## src/rtl/hexpin_pkg.sv

```systemverilog
package hexpin_pkg;
  // Index of each key within the key vector
  localparam int KEY_DIGIT  = 0;
  localparam int KEY_SUBMIT = 1;
  localparam int NUM_KEYS   = 2;
endpackage

```

## src/rtl/hexpin_key_edge.sv

```systemverilog
module hexpin_key_edge #(
  parameter int STAGES = 2
) (
  input  logic clk,
  input  logic rst,
  input  logic key_n,
  output logic press
);
  logic [STAGES-1:0] sync_q;
  logic held, held_q;

  // Chain resets to the released level so reset never fakes a press
  always_ff @(posedge clk) begin
    if (rst) sync_q <= '1;
    else     sync_q <= {sync_q[STAGES-2:0], key_n};
  end

  assign held = ~sync_q[STAGES-1];

  always_ff @(posedge clk) begin
    if (rst) held_q <= 1'b0;
    else     held_q <= held;
  end

  assign press = held & ~held_q;
endmodule

```

## src/rtl/hexpin_digit_reg.sv

```systemverilog
module hexpin_digit_reg #(
  parameter int DIGIT_W    = 4,
  parameter int NUM_DIGITS = 3,
  localparam int CODE_W    = DIGIT_W * NUM_DIGITS
) (
  input  logic               clk,
  input  logic               rst,
  input  logic               shift_en,
  input  logic [DIGIT_W-1:0] digit,
  output logic [CODE_W-1:0]  code
);
  logic [CODE_W-1:0] code_q;

  always_ff @(posedge clk) begin
    if (rst)           code_q <= '0;
    else if (shift_en) code_q <= {code_q[CODE_W-DIGIT_W-1:0], digit};
  end

  assign code = code_q;
endmodule

```

## src/rtl/hexpin_submit.sv

```systemverilog
module hexpin_submit #(
  parameter int CODE_W = 12
) (
  input  logic              clk,
  input  logic              rst,
  input  logic              fire,
  input  logic [CODE_W-1:0] code_in,
  output logic [CODE_W-1:0] code_out,
  output logic              valid
);
  always_ff @(posedge clk) begin
    if (rst) begin
      code_out <= '0;
      valid    <= 1'b0;
    end else begin
      valid <= fire;
      if (fire) code_out <= code_in;
    end
  end
endmodule

```

## src/rtl/hexpin_entry.sv

```systemverilog
module hexpin_entry #(
  parameter int DIGIT_W     = 4,
  parameter int NUM_DIGITS  = 3,
  parameter int SYNC_STAGES = 2,
  localparam int CODE_W     = DIGIT_W * NUM_DIGITS
) (
  input  logic               clk,
  input  logic               rst,
  input  logic [DIGIT_W-1:0] sw_digit,
  input  logic               key_digit_n,
  input  logic               key_submit_n,
  input  logic               freeze,
  output logic [DIGIT_W-1:0] sw_live,
  output logic [CODE_W-1:0]  entry_code,
  output logic [CODE_W-1:0]  code_out,
  output logic               code_valid
);
  import hexpin_pkg::*;

  logic [NUM_KEYS-1:0] keys_n;
  logic [NUM_KEYS-1:0] press;
  logic [NUM_KEYS-1:0] act;

  assign keys_n[KEY_DIGIT]  = key_digit_n;
  assign keys_n[KEY_SUBMIT] = key_submit_n;

  for (genvar k = 0; k < NUM_KEYS; k++) begin : g_key
    hexpin_key_edge #(.STAGES(SYNC_STAGES)) edge_i (
      .clk   (clk),
      .rst   (rst),
      .key_n (keys_n[k]),
      .press (press[k])
    );
  end

  // The press detectors keep running while frozen, so a key held
  // across the end of a freeze does not act late
  assign act = freeze ? '0 : press;

  always_ff @(posedge clk) begin
    if (rst) sw_live <= '0;
    else     sw_live <= sw_digit;
  end

  hexpin_digit_reg #(.DIGIT_W(DIGIT_W), .NUM_DIGITS(NUM_DIGITS)) digits_i (
    .clk      (clk),
    .rst      (rst),
    .shift_en (act[KEY_DIGIT]),
    .digit    (sw_digit),
    .code     (entry_code)
  );

  hexpin_submit #(.CODE_W(CODE_W)) submit_i (
    .clk      (clk),
    .rst      (rst),
    .fire     (act[KEY_SUBMIT]),
    .code_in  (entry_code),
    .code_out (code_out),
    .valid    (code_valid)
  );
endmodule

```

## config.mk

```make
export PLATFORM = sky130hd
export DESIGN_NAME = hexpin_entry
export DESIGN_NICKNAME = d
export VERILOG_FILES = /design/src/rtl/hexpin_pkg.sv /design/src/rtl/hexpin_key_edge.sv /design/src/rtl/hexpin_digit_reg.sv /design/src/rtl/hexpin_submit.sv /design/src/rtl/hexpin_entry.sv
export SDC_FILE = /design/constraint.sdc
export NUM_CORES = 1
export LEC_CHECK = 0
export ABC_AREA = 1
export CORE_ASPECT_RATIO = 0.8
export CORE_MARGIN = 1
export CORE_UTILIZATION = 50
export DETAILED_ROUTE_END_ITERATION = 16
export HOLD_SLACK_MARGIN = 0.15
export PLACE_DENSITY = 0.89
export SLEW_MARGIN = 5
export SYNTH_ARGS = -nofsm -noshare
export SYNTH_HDL_FRONTEND = slang
export SYNTH_SLANG_ARGS = --single-unit
```

## constraint.sdc

```tcl
create_clock -name clk -period 1.3 [get_ports clk]
set_input_delay 0.26 -clock clk [delete_from_list [all_inputs] [get_ports clk]]
set_output_delay 0.26 -clock clk [all_outputs]
set_load 0.005 [all_outputs]
```

; ---- Word-level counts from Yosys, hierarchy flattened
; Index checks and enable logic that the tools add are counted.
[op_classes]
mux = 1
bitwise = 6
[ops]
columns = cell, count
row1 = $not 1->1, 4
row2 = $and 1x1->1, 2
row3 = $mux 2, 1
[totals]
ff_bits = 35
in_bits = 9
wordCells = 15

; ---- Longest topological paths before layout
; Gate-level depths: netlist of the first run.
[logic_depth]
word_depth = 3
mapped_depth = 5
ltp_nobuf = 4

; ---- Cells and area by module
; A second synthesis of the first run with hierarchy kept.
[unflattened]
hier_cells = 192
hier_area_um2 = 1336.3
[by_module_without_submodules]
columns = mod, n_inst, cells_per_inst, area_per_inst_um2
row1 = hexpin_submit, 1, 80, 541.8
row2 = hexpin_digit_reg, 1, 76, 496.7
row3 = hexpin_key_edge, 2, 10, 86.3
row4 = hexpin_entry, 1, 16, 125.1

; ---- Worst setup path after synthesis of the first run
; OpenSTA, ideal clock, no wires.
[synth_timing]
path_type = register to register
from = reg g_key[1].edge_i.sync_q[1]
to = reg submit_i.code_out[10]
setup_time_ps = 115
arrival_time_ps = 766
t_required_ps = 1185
slack_ps = 419
path_stages_with_launch = 6
path_buffers = 1
path_cell_list = dfxtp_1 > nor2_4 > buf_6 > nand3_1 > nand2_1 > nor2_1
[synth_via]
elab_chain_cells = 3
[synth_rtl]
columns = element, line_no
row1 = from (decl), hexpin_key_edge.sv:9  ; logic [STAGES-1:0] sync_q;
row2 = from (signal assigned), hexpin_key_edge.sv:15  ; else sync_q <= {sync_q[STAGES-2:0], key_n};
row3 = $not 1->1, hexpin_key_edge.sv:18  ; assign held = ~sync_q[STAGES-1];
row4 = $and 1x1->1, hexpin_key_edge.sv:25  ; assign press = held & ~held_q;
row5 = $mux 2, hexpin_entry.sv:38  ; assign act = freeze ? '0 : press;
row6 = to (signal assigned), hexpin_submit.sv:17  ; if (fire) code_out <= code_in;
row7 = to (decl), hexpin_submit.sv:8  ; output logic [CODE_W-1:0] code_out,
; Every way passes these cells.
; A chain may end at the register's enable or synchronous reset.

; ---- Worst setup path after layout of the first run
[layout_timing]
from = reg digits_i.code_q[0], in the netlist digits_i.code[0]
to = out entry_code[0]
[layout_rtl]
columns = element, line_no
row1 = from (decl), hexpin_digit_reg.sv:12  ; logic [CODE_W-1:0] code_q;
row2 = from (signal assigned), hexpin_digit_reg.sv:16  ; else if (shift_en) code_q <= {code_q[CODE_W-DIGIT_W-1:0], digit};
row3 = to (decl), hexpin_entry.sv:14  ; output logic [CODE_W-1:0] entry_code,
; No word-level cell between the ends.

==> results of run 1 <==
-- cells in the mapped netlist --
| cell type | count |
|---|---|
| sky130_fd_sc_hd__dfxtp_1 | 35 |
| sky130_fd_sc_hd__nand3_1 | 24 |
| sky130_fd_sc_hd__nor2_1 | 31 |
| sky130_fd_sc_hd__buf_4 | 2 |
| sky130_fd_sc_hd__nand2_1 | 25 |
| sky130_fd_sc_hd__inv_1 | 18 |
| sky130_fd_sc_hd__or2_2 | 4 |
| sky130_fd_sc_hd__nor2_4 | 2 |
| sky130_fd_sc_hd__buf_2 | 3 |
| sky130_fd_sc_hd__a21oi_1 | 24 |
| sky130_fd_sc_hd__inv_2 | 1 |
| sky130_fd_sc_hd__buf_6 | 6 |
-- flip-flops by register name, indices dropped and copies added, names as in the netlist --
signal	cells
digits_i.code	12
submit_i.code_out	12
sw_live	4
g_key.edge_i.held_q	2
submit_i.valid	1
g_key.edge_i.sync_q	4
-- stage by stage --
stage,util [%],setup TNS [ns],hold WS [ns]
after global routing,74.3,0,0.444
after CTS,74.3,0,0.416
after global placement,70.1,-0.819,0.392
after floorplan,-,0,0.364
after detailed placement,70.1,-1.64,0.396
final,74.3,0,0.416
-- how the worst max path moves through the flow --
stage | start | to | slack, ns
global placement | freeze | submit_i.code_out[9]$_SDFFE_PP0P_ | -0.05
detailed placement | freeze | digits_i.code[1]$_SDFFE_PP0P_ | -0.10
global route | digits_i.code[0]$_SDFFE_PP0P_ | entry_code[0] | 0.02
CTS | digits_i.code[0]$_SDFFE_PP0P_ | entry_code[0] | 0.05
floorplan | g_key[1].edge_i.sync_q[1]$_SDFF_PP1_ | submit_i.code_out[10]$_SDFFE_PP0P_ | 0.42
finish | digits_i.code[0]$_SDFFE_PP0P_ | entry_code[0] | 0.06
-- final cells by class --
cell class	count	area (sq um)
Clock buffer	6	41.3
Sequential cell	35	726
Inverter	19	71.3
Tap cell	36	45.0
Fill cell	199	649
Multi-Input combinational cell	110	498
Timing Repair Buffer	53	492
-- power groups by stage --
| stage | combinational, mW | clock [mW] | sequential (mW) |
|---|---|---|---|
| 3_3_place_gp | 0.223 | 0 | 1.16 |
| 4_1_cts | 0.227 | 0.534 | 1.13 |
| 6_report | 0.230 | 0.523 | 1.13 |
| 3_5_place_dp | 0.231 | 0 | 1.16 |
| 2_1_floorplan | 0.116 | 0 | 1.16 |
| 5_1_grt | 0.256 | 0.576 | 1.14 |
-- what timing repair did --
item / in CTS / in global routing
hold buffers: 0 / 0
setup endpoints to repair: 29 / 0
gates resized for setup: 49 / 0
buffers inserted: 10 / 0
endpoints found under the hold margin: 0 / 0
-- kinds of logic after synthesis --
logic type / Yosys count
simple gates: 86
compound gates: 24
flops: 35
buf+inv: 30
-- routing by layer --
metal  global-route usage, %  vias up  wire, microns  part of all wire (%)
met2                    36.8       54           1490                    48
met3                    10.1       10            267                   8.6
li1                        -      642              -                     -
met4                    11.0        0             61                   2.0
met5                       0        -              0                     0
met1                    28.6      594           1300                    42
==> flow_metrics.env, run 1 <==
export IMPL_die_h_microns=48.8
export IMPL_root_buffer_cell="sky130_fd_sc_hd__clkbuf_4"
export IMPL_area_delta_synth_final_pct=37.0
export IMPL_synthDominantAreaCellType="sky130_fd_sc_hd__dfxtp_1"
export IMPL_ir_drop_mv=0.708
export IMPL_routed_wl_microns=3120
export IMPL_crit_path_dat_ns=0.98
export IMPL_hold_viol_final=0
export IMPL_clock_latency_late_sink_ns=0.34
export IMPL_cap_viol_max_count=0
export IMPL_vias=1300
export IMPL_number_of_antenna_violations_at_the_first_check_in_global_routing=0
export IMPL_dp_slack_ns=-0.103
export IMPL_worstMarginPinSlew_ns=0.374
export IMPL_core_rowCount=16
export IMPL_worst_path_stages=1
export IMPL_yosys_area_share_xor_xnor_pct=0
export IMPL_grt_pass1_wl_microns=5090
export IMPL_clock_transition_at_path_regs_ns=0.09
export IMPL_worstPathBufferInverterCount=1
export IMPL_most_common_layout_cells="sky130_fd_sc_hd__nor2_1 (31), sky130_fd_sc_hd__dlygate4sd2_1 (29), sky130_fd_sc_hd__nand2_1 (25)"
export IMPL_max_slew_margin_pct=75.0
export IMPL_postLayoutCellArea_sq_mm=0.00187
export IMPL_cellInternalPower_mw=1.43
export IMPL_portBuffers=37
export IMPL_route_detailed_wl_per_inst_microns=12.0
export IMPL_syn_cell_area_sq_mm=0.00137
export IMPL_post_route_period_util_pct=95.6
export IMPL_yosys_area_share_simple_pct=27.6
export IMPL_hp_start="g_key[1].edge_i.sync_q[0]$_SDFF_PP1_"
export IMPL_final_min_clock_period_ns=1.24
export IMPL_p_sw_mw=0.459
export IMPL_critical_path_endpoint_type="primary output"
export IMPL_finClkSkew_ns=0.00517
export IMPL_htree_num_levels=2
export IMPL_postSynthNetCount=184
export IMPL_die_width_microns=60.5
export IMPL_synth_seq_cells=35
export IMPL_number_of_endpoints_failing_setup_at_the_final_stage=0
export IMPL_dr_pass1_iters=4
export IMPL_globalRouteTotalUtil_pct=23.9
export IMPL_min_delay_worst_endpoint="g_key[1].edge_i.sync_q[1]$_SDFF_PP1_"
export IMPL_gp_congestion=0.790
export IMPL_seqPwrFrac_pct=60.1
export IMPL_core_area_sq_mm=0.00252
export IMPL_diodes=0
export IMPL_worstHoldPathType="reg -> reg"
export IMPL_drt_iter0_drc=32
export IMPL_syn_area_per_cell_sq_um=7.81
export IMPL_via_per_inst=5.02
export IMPL_synth_compound_area_share_pct=8.78
export IMPL_cts_buffers_inserted=5
export IMPL_drt_drc_violations_left=0
export IMPL_yosysUniqueCellTypes=12
export IMPL_worst_path_dominant_cell_family="flip-flops"
export IMPL_post_route_worst_setup_slack_ns=0.0569
export IMPL_gr_total_overflow=0
export IMPL_timing_reg2reg_setup_slack_ns=0.33
export IMPL_timing_critical_path_slowest_cell_delay_ns=0.38
export IMPL_timing_reg2reg_worst_path_depth=4
export IMPL_clock_tree_buffer_depth=2
export IMPL_worst_hold_path_num_cells=1
export IMPL_place_detailed_instances=243
export IMPL_worst_ep_required_time_ns=1.04
export IMPL_r2r_end="submit_i.code_out[0]$_SDFFE_PP0P_"
export IMPL_nets=233
export IMPL_fin_cells=259
export IMPL_critical_path_reg2reg_startpoint="g_key[1].edge_i.held_q$_SDFF_PP0_"
export IMPL_power_density_mw_per_mm2=1010
export IMPL_netlist_area_leader_share_pct=51.2
export IMPL_post_route_cells_drive_above_1_share_pct=21.5
export IMPL_path_class="reg -> out"
export IMPL_combinationalPowerShare_pct=12.2
export IMPL_dp_hpwl_microns=1980
export IMPL_maxSlewViolCount=0
export IMPL_grt_pass1_vias=1154
export IMPL_p_leak_nw=0.901
export IMPL_clkPwrFrac_pct=27.7
export IMPL_crit_path_cell_trace="dlygate4sd2_1"
export IMPL_grt_setup_unrepaired="no"
export IMPL_outcome="finished clean"
export IMPL_detail_route_antenna_nets=0
export IMPL_synth_area_mux_share_pct=0
export IMPL_fin_total_pwr_mw=1.89
export IMPL_initial_utilization_pct=54.2
export IMPL_area_share_of_fa_ha_maj_cells_after_synthesis_pct=0
export IMPL_ios=38
export IMPL_tritoncts="yes"
export IMPL_swShare_pct=24.4
export IMPL_synthTopCellsByArea="sky130_fd_sc_hd__dfxtp_1 (51%), sky130_fd_sc_hd__a21oi_1 (8.8%), sky130_fd_sc_hd__nand3_1 (8.8%)"
export IMPL_final_common_cell="sky130_fd_sc_hd__nor2_1"
export IMPL_dieArea_sq_mm=0.00295
export IMPL_dominant_combinational_cell_family_by_area_after_synthesis="simple AND/OR/NAND/NOR gates"
export IMPL_dpl_instance_area_sq_mm=0.00177
export IMPL_postSynthCellCount=175
export IMPL_yosysWarningCount=0
export IMPL_max_freq_mhz=804
export IMPL_synth_yosys_seq_area_share_pct=51.2
export IMPL_crit_slowest_cell="sky130_fd_sc_hd__dfxtp_1"
export IMPL_grt_max_degree=26
export IMPL_cts_sinks=35
export IMPL_crit_path_max_fanout=3
export IMPL_setup_worst_path_start_class="register"
(Power assumes the default switching activity.)
==> run 2, diff against run 1 <==
--- a/config.mk
+++ b/config.mk
@@ -8,10 +8,12 @@
 export ABC_AREA = 1
 export CORE_ASPECT_RATIO = 0.8
 export CORE_MARGIN = 1
-export CORE_UTILIZATION = 50
+export CORE_UTILIZATION = 59
+export CTS_BUF_LIST = sky130_fd_sc_hd__clkbuf_4
 export DETAILED_ROUTE_END_ITERATION = 16
+export DONT_BUFFER_PORTS = 1
 export HOLD_SLACK_MARGIN = 0.15
-export PLACE_DENSITY = 0.89
+export PLACE_DENSITY = 0.81
 export SLEW_MARGIN = 5
 export SYNTH_ARGS = -nofsm -noshare
 export SYNTH_HDL_FRONTEND = slang
==> flow_metrics.env, run 2 (synthesis gave the netlist of run 1 again) <==
export IMPL_initial_utilization_pct=62.8
export IMPL_post_route_period_util_pct=88.9
export IMPL_seqPwrFrac_pct=63.3
export IMPL_grt_setup_unrepaired="no"
export IMPL_nets=190
export IMPL_hold_viol_final=0
export IMPL_path_class="reg -> reg"
export IMPL_clock_transition_at_path_regs_ns=0.10
export IMPL_post_route_cells_drive_above_1_share_pct=8.89
export IMPL_combinationalPowerShare_pct=7.8
export IMPL_fin_cells=205
export IMPL_grt_pass1_wl_microns=4030
export IMPL_cts_sinks=35
export IMPL_gp_congestion=0.713
export IMPL_core_rowCount=15
export IMPL_cap_viol_max_count=0
export IMPL_setup_worst_path_start_class="register"
export IMPL_p_sw_mw=0.418
export IMPL_place_detailed_instances=192
export IMPL_worstHoldPathType="in -> reg"
export IMPL_final_common_cell="sky130_fd_sc_hd__dfxtp_1"
export IMPL_clock_latency_late_sink_ns=0.33
export IMPL_ir_drop_mv=1.03
export IMPL_grt_pass1_vias=901
export IMPL_area_delta_synth_final_pct=5.21
export IMPL_gr_total_overflow=0
export IMPL_worst_ep_required_time_ns=1.53
export IMPL_cellInternalPower_mw=1.38
export IMPL_routed_wl_microns=2550
export IMPL_cts_buffers_inserted=5
export IMPL_drt_iter0_drc=40
export IMPL_power_density_mw_per_mm2=1250
export IMPL_ios=38
export IMPL_die_width_microns=55.8
export IMPL_finClkSkew_ns=0.00901
export IMPL_core_area_sq_mm=0.00218
export IMPL_vias=1082
export IMPL_p_leak_nw=0.588
export IMPL_die_h_microns=45.1
export IMPL_swShare_pct=23.2
export IMPL_timing_reg2reg_worst_path_depth=4
export IMPL_crit_path_dat_ns=1.38
export IMPL_number_of_endpoints_failing_setup_at_the_final_stage=0
export IMPL_via_per_inst=5.28
export IMPL_detail_route_antenna_nets=0
export IMPL_diodes=0
export IMPL_worst_hold_path_num_cells=3
export IMPL_layout_core_utilization_pct=66.1
export IMPL_clock_tree_buffer_depth=2
export IMPL_max_freq_mhz=865
export IMPL_drt_drc_violations_left=0
export IMPL_root_buffer_cell="sky130_fd_sc_hd__clkbuf_4"
export IMPL_worstMarginPinSlew_ns=0.485
export IMPL_most_common_layout_cells="sky130_fd_sc_hd__dfxtp_1 (35), sky130_fd_sc_hd__nor2_1 (31), sky130_fd_sc_hd__nand2_1 (25)"
export IMPL_final_min_clock_period_ns=1.16
export IMPL_route_detailed_wl_per_inst_microns=12.4
export IMPL_dieArea_sq_mm=0.00252
export IMPL_portBuffers=0
export IMPL_dr_pass1_iters=4
export IMPL_outcome="finished clean"
export IMPL_max_slew_margin_pct=67.6
export IMPL_maxSlewViolCount=0
export IMPL_htree_num_levels=2
export IMPL_tritoncts="yes"
export IMPL_number_of_antenna_violations_at_the_first_check_in_global_routing=0
export IMPL_crit_path_max_fanout=25
export IMPL_critical_path_endpoint_type="register"
export IMPL_postCtsSetupBuffers=0
export IMPL_fin_hold_ws_ns=0.171
export IMPL_grt_max_degree=26
export IMPL_finalSetupTns_ns=0
export IMPL_dp_hpwl_microns=1650
export IMPL_clkPwrFrac_pct=28.9
export IMPL_globalRouteTotalUtil_pct=21.5
## run 2: metal layers
layer | wire [microns] | GRT usage [%] | vias to the layer above
li1 | - | - | 559
met1 | 1140 | 25.5 | 478
met2 | 1170 | 34.9 | 39
met3 | 195 | 8.02 | 6
met4 | 46 | 11.7 | 0
met5 | 0 | 0 | -
## run 2: through the flow
step	power, mW	setup WS (ns)	area, sq um
floorplan	1.27	0.419	1370
global placement	1.28	0.208	1320
detailed placement	1.28	0.159	1320
CTS	1.82	0.150	1440
global route	1.88	0.0276	1440
finish	1.80	0.144	1440
## run 2: area by class of cell
type | instances | area [sq um]
clock buffers | 6 | 45.0
inverters | 19 | 71.3
multi-input cells | 110 | 498
flip-flops and latches | 35 | 701
fillers | 187 | 738
repair buffers | 10 | 92.6
well taps | 25 | 31.3
## run 2: path summary, 6_finish.rpt
check,startpoint,endpoint,slack (ns)
setup / recovery,g_key[1].edge_i.sync_q[1]$_SDFF_PP1_,submit_i.code_out[1]$_SDFFE_PP0P_,0.14
hold / removal,freeze,submit_i.valid$_SDFF_PP0_,0.17
setup reg to reg,g_key[1].edge_i.sync_q[1]$_SDFF_PP1_,submit_i.code_out[1]$_SDFFE_PP0P_,0.14
hold reg to reg,g_key[1].edge_i.sync_q[0]$_SDFF_PP1_,g_key[1].edge_i.sync_q[1]$_SDFF_PP1_,0.43
## run 2: timing repair
action                                 4_1_cts  5_1_grt
endpoints found under the hold margin       11        0
gates resized for setup                      0        0
hold buffers                                 7        0
## run 2: worst max-delay path: stages (launching register included)
cell                      delay, ns
sky130_fd_sc_hd__dfxtp_1       0.34
sky130_fd_sc_hd__nor2_4        0.42
sky130_fd_sc_hd__nand3_1       0.16
sky130_fd_sc_hd__nand2_1       0.10
sky130_fd_sc_hd__nor2_1        0.05
## run 2: power groups by stage
stage	Combinational (mW)	Clock, mW	Sequential, mW
after floorplan	0.116	0	1.16
after global placement	0.114	0	1.16
after detailed placement	0.119	0	1.17
after CTS	0.139	0.538	1.14
after global routing	0.160	0.576	1.15
final	0.140	0.521	1.14
==> run 3, diff against run 2 <==
--- a/config.mk
+++ b/config.mk
@@ -8,12 +8,11 @@
 export ABC_AREA = 1
 export CORE_ASPECT_RATIO = 0.8
 export CORE_MARGIN = 1
-export CORE_UTILIZATION = 59
+export CORE_UTILIZATION = 58
 export CTS_BUF_LIST = sky130_fd_sc_hd__clkbuf_4
 export DETAILED_ROUTE_END_ITERATION = 16
 export DONT_BUFFER_PORTS = 1
-export HOLD_SLACK_MARGIN = 0.15
-export PLACE_DENSITY = 0.81
+export PLACE_DENSITY = 0.82
 export SLEW_MARGIN = 5
 export SYNTH_ARGS = -nofsm -noshare
 export SYNTH_HDL_FRONTEND = slang
==> constraint.sdc (replaced) <==
create_clock -name clk -period 1 [get_ports clk]
set_input_delay 0.2 -clock clk [delete_from_list [all_inputs] [get_ports clk]]
set_output_delay 0.2 -clock clk [all_outputs]
set_load 0.005 [all_outputs]
==> flow_metrics.env, run 3 (synthesis gave the netlist of run 1 again) <==
export IMPL_gp_congestion=0.733
export IMPL_crit_path_max_fanout=3
export IMPL_hp_start="sw_digit[0]"
export IMPL_core_rowCount=15
export IMPL_cts_buffers_inserted=5
export IMPL_die_h_microns=45.4
export IMPL_max_slew_margin_pct=75.5
export IMPL_final_common_cell="sky130_fd_sc_hd__dfxtp_1"
export IMPL_drt_iter0_drc=61
export IMPL_number_of_antenna_violations_at_the_first_check_in_global_routing=0
export IMPL_most_common_layout_cells="sky130_fd_sc_hd__dfxtp_1 (33), sky130_fd_sc_hd__nor2_1 (31), sky130_fd_sc_hd__nand2_1 (25)"
export IMPL_timing_reg2reg_setup_slack_ns=0.05
export IMPL_vias=1182
export IMPL_clock_latency_late_sink_ns=0.34
export IMPL_setup_worst_path_start_class="register"
export IMPL_die_width_microns=56.3
export IMPL_dp_hpwl_microns=1850
export IMPL_post_route_cells_drive_above_1_share_pct=12.5
export IMPL_initial_utilization_pct=62.3
export IMPL_finClkSkew_ns=0.00899
export IMPL_dr_pass1_iters=4
export IMPL_dieArea_sq_mm=0.00256
export IMPL_r2r_end="digits_i.code[6]$_SDFFE_PP0P_"
export IMPL_final_min_clock_period_ns=0.952
export IMPL_tritoncts="yes"
export IMPL_diodes=0
export IMPL_path_class="reg -> out"
export IMPL_ios=38
export IMPL_routed_wl_microns=3080
export IMPL_number_of_endpoints_failing_setup_at_the_final_stage=0
export IMPL_grt_setup_unrepaired="yes"
export IMPL_htree_num_levels=2
export IMPL_grt_pass1_wl_microns=4370
export IMPL_grt_pass1_vias=1029
export IMPL_clock_tree_buffer_depth=2
export IMPL_route_detailed_wl_per_inst_microns=14.7
export IMPL_root_buffer_cell="sky130_fd_sc_hd__clkbuf_4"
export IMPL_core_area_sq_mm=0.00220
export IMPL_portBuffers=0
export IMPL_worst_ep_required_time_ns=0.80
export IMPL_via_per_inst=5.66
export IMPL_critical_path_endpoint_type="primary output"
export IMPL_nets=192
export IMPL_maxSlewViolCount=0
export IMPL_max_freq_mhz=1050
export IMPL_crit_path_dat_ns=0.75
export IMPL_p_leak_nw=0.646
export IMPL_power_density_mw_per_mm2=1600
export IMPL_detail_route_antenna_nets=0
export IMPL_finalSetupTns_ns=0
export IMPL_post_route_period_util_pct=95.2
export IMPL_outcome="finished clean"
export IMPL_crit_path_start="digits_i.code[5]$_SDFFE_PP0P_"
export IMPL_ir_drop_mv=1.29
export IMPL_grt_max_degree=26
export IMPL_fin_total_pwr_mw=2.49
export IMPL_gr_total_overflow=0
export IMPL_clock_transition_at_path_regs_ns=0.11
export IMPL_drt_drc_violations_left=0
export IMPL_critical_path_reg2reg_startpoint="g_key[0].edge_i.sync_q[1]$_SDFF_PP1_"
export IMPL_area_delta_synth_final_pct=13.8
export IMPL_cap_viol_max_count=0
export IMPL_cts_sinks=35
export IMPL_globalRouteTotalUtil_pct=23.4
export IMPL_worstHoldPathType="in -> reg"
export IMPL_worstMarginPinSlew_ns=0.368
export IMPL_postCtsSetupBuffers=0
export IMPL_timing_reg2reg_worst_path_depth=5
export IMPL_critical_path_endpoint="entry_code[5]"
export IMPL_hold_viol_final=0
export IMPL_worst_path_stages=0
## run 3: cell types whose count changed in the layout (fill, tap and decap cells not counted), sizes merged
| cell | previous run | this run |
|---|---|---|
| clkinv | 0 | 1 |
| clkbuf | 6 | 9 |
| buf | 3 | 4 |
| dlygate4sd3 | 7 | 5 |
| dlymetal6s4s | 0 | 1 |
## run 3: through the flow
stage / setup slack, ns / std cells / hold slack, ns / utilization [%] / instance area [sq um]
2_1_floorplan: 0.119 / 175 / 0.304 / - / 1370
3_3_place_gp: 0.103 / 193 / 0.269 / 62.9 / 1380
3_5_place_dp: 0.0648 / 193 / 0.271 / 62.9 / 1380
4_1_cts: 0.0184 / 206 / 0.00176 / 67.8 / 1490
5_1_grt: -0.0176 / 209 / 0.00690 / 70.9 / 1560
6_report: 0.0485 / 209 / 0.00716 / 70.9 / 1560
## run 3: repair_timing
action | CTS | global route
gates resized for setup | 0 | 5
setup endpoints to repair | 0 | 14
hold endpoints to repair | 11 | 1
hold buffers | 5 | 1
## run 3: worst register-to-register path, stage by stage, from the launching register on
cell and delay (ns):
sky130_fd_sc_hd__dfxtp_2 0.35, sky130_fd_sc_hd__nor2_4 0.15, sky130_fd_sc_hd__buf_12 0.16, sky130_fd_sc_hd__nand3_1 0.08, sky130_fd_sc_hd__nand2_1 0.07, sky130_fd_sc_hd__nor2_1 0.04
## run 3: how the worst min path moves through the flow
stage | slack [ns] | cells after the start | endpoint
final | 0.007 | 2 | sw_live[0]$_SDFF_PP0_
after global routing | 0.007 | 2 | sw_live[0]$_SDFF_PP0_
after CTS | 0.002 | 2 | sw_live[0]$_SDFF_PP0_
after detailed placement | 0.27 | 1 | g_key[0].edge_i.held_q$_SDFF_PP0_
after global placement | 0.27 | 1 | g_key[0].edge_i.held_q$_SDFF_PP0_
after floorplan | 0.30 | 1 | g_key[0].edge_i.sync_q[0]$_SDFF_PP1_
## run 3: power breakdown
part | internal [mW] | leakage [nW] | total [mW] | switching [mW]
Clock | 0.328 | 0.0361 | 0.786 | 0.458
Combinational | 0.0983 | 0.325 | 0.218 | 0.119
Sequential | 1.45 | 0.285 | 1.49 | 0.0396
## run 3: area by class of cell
class,instances,area [sq um]
clock buffers,7,52.6
flip-flops and latches,35,703
repair buffers,12,193
clock inverters,1,5.00
well taps,25,31.3
fillers,158,639
inverters,19,73.8
multi-input cells,110,498
## run 3: routing by layer
metal  part of all wire (%)  routed length (microns)  GRT usage, %  vias to the layer above
met5                      0                        0             0                        -
met1                     40                     1230          25.9                      549
li1                       -                        -             -                      564
met2                     48                     1470          37.6                       58
met3                     10                      317          11.4                       11
met4                    2.3                       72          14.1                        0
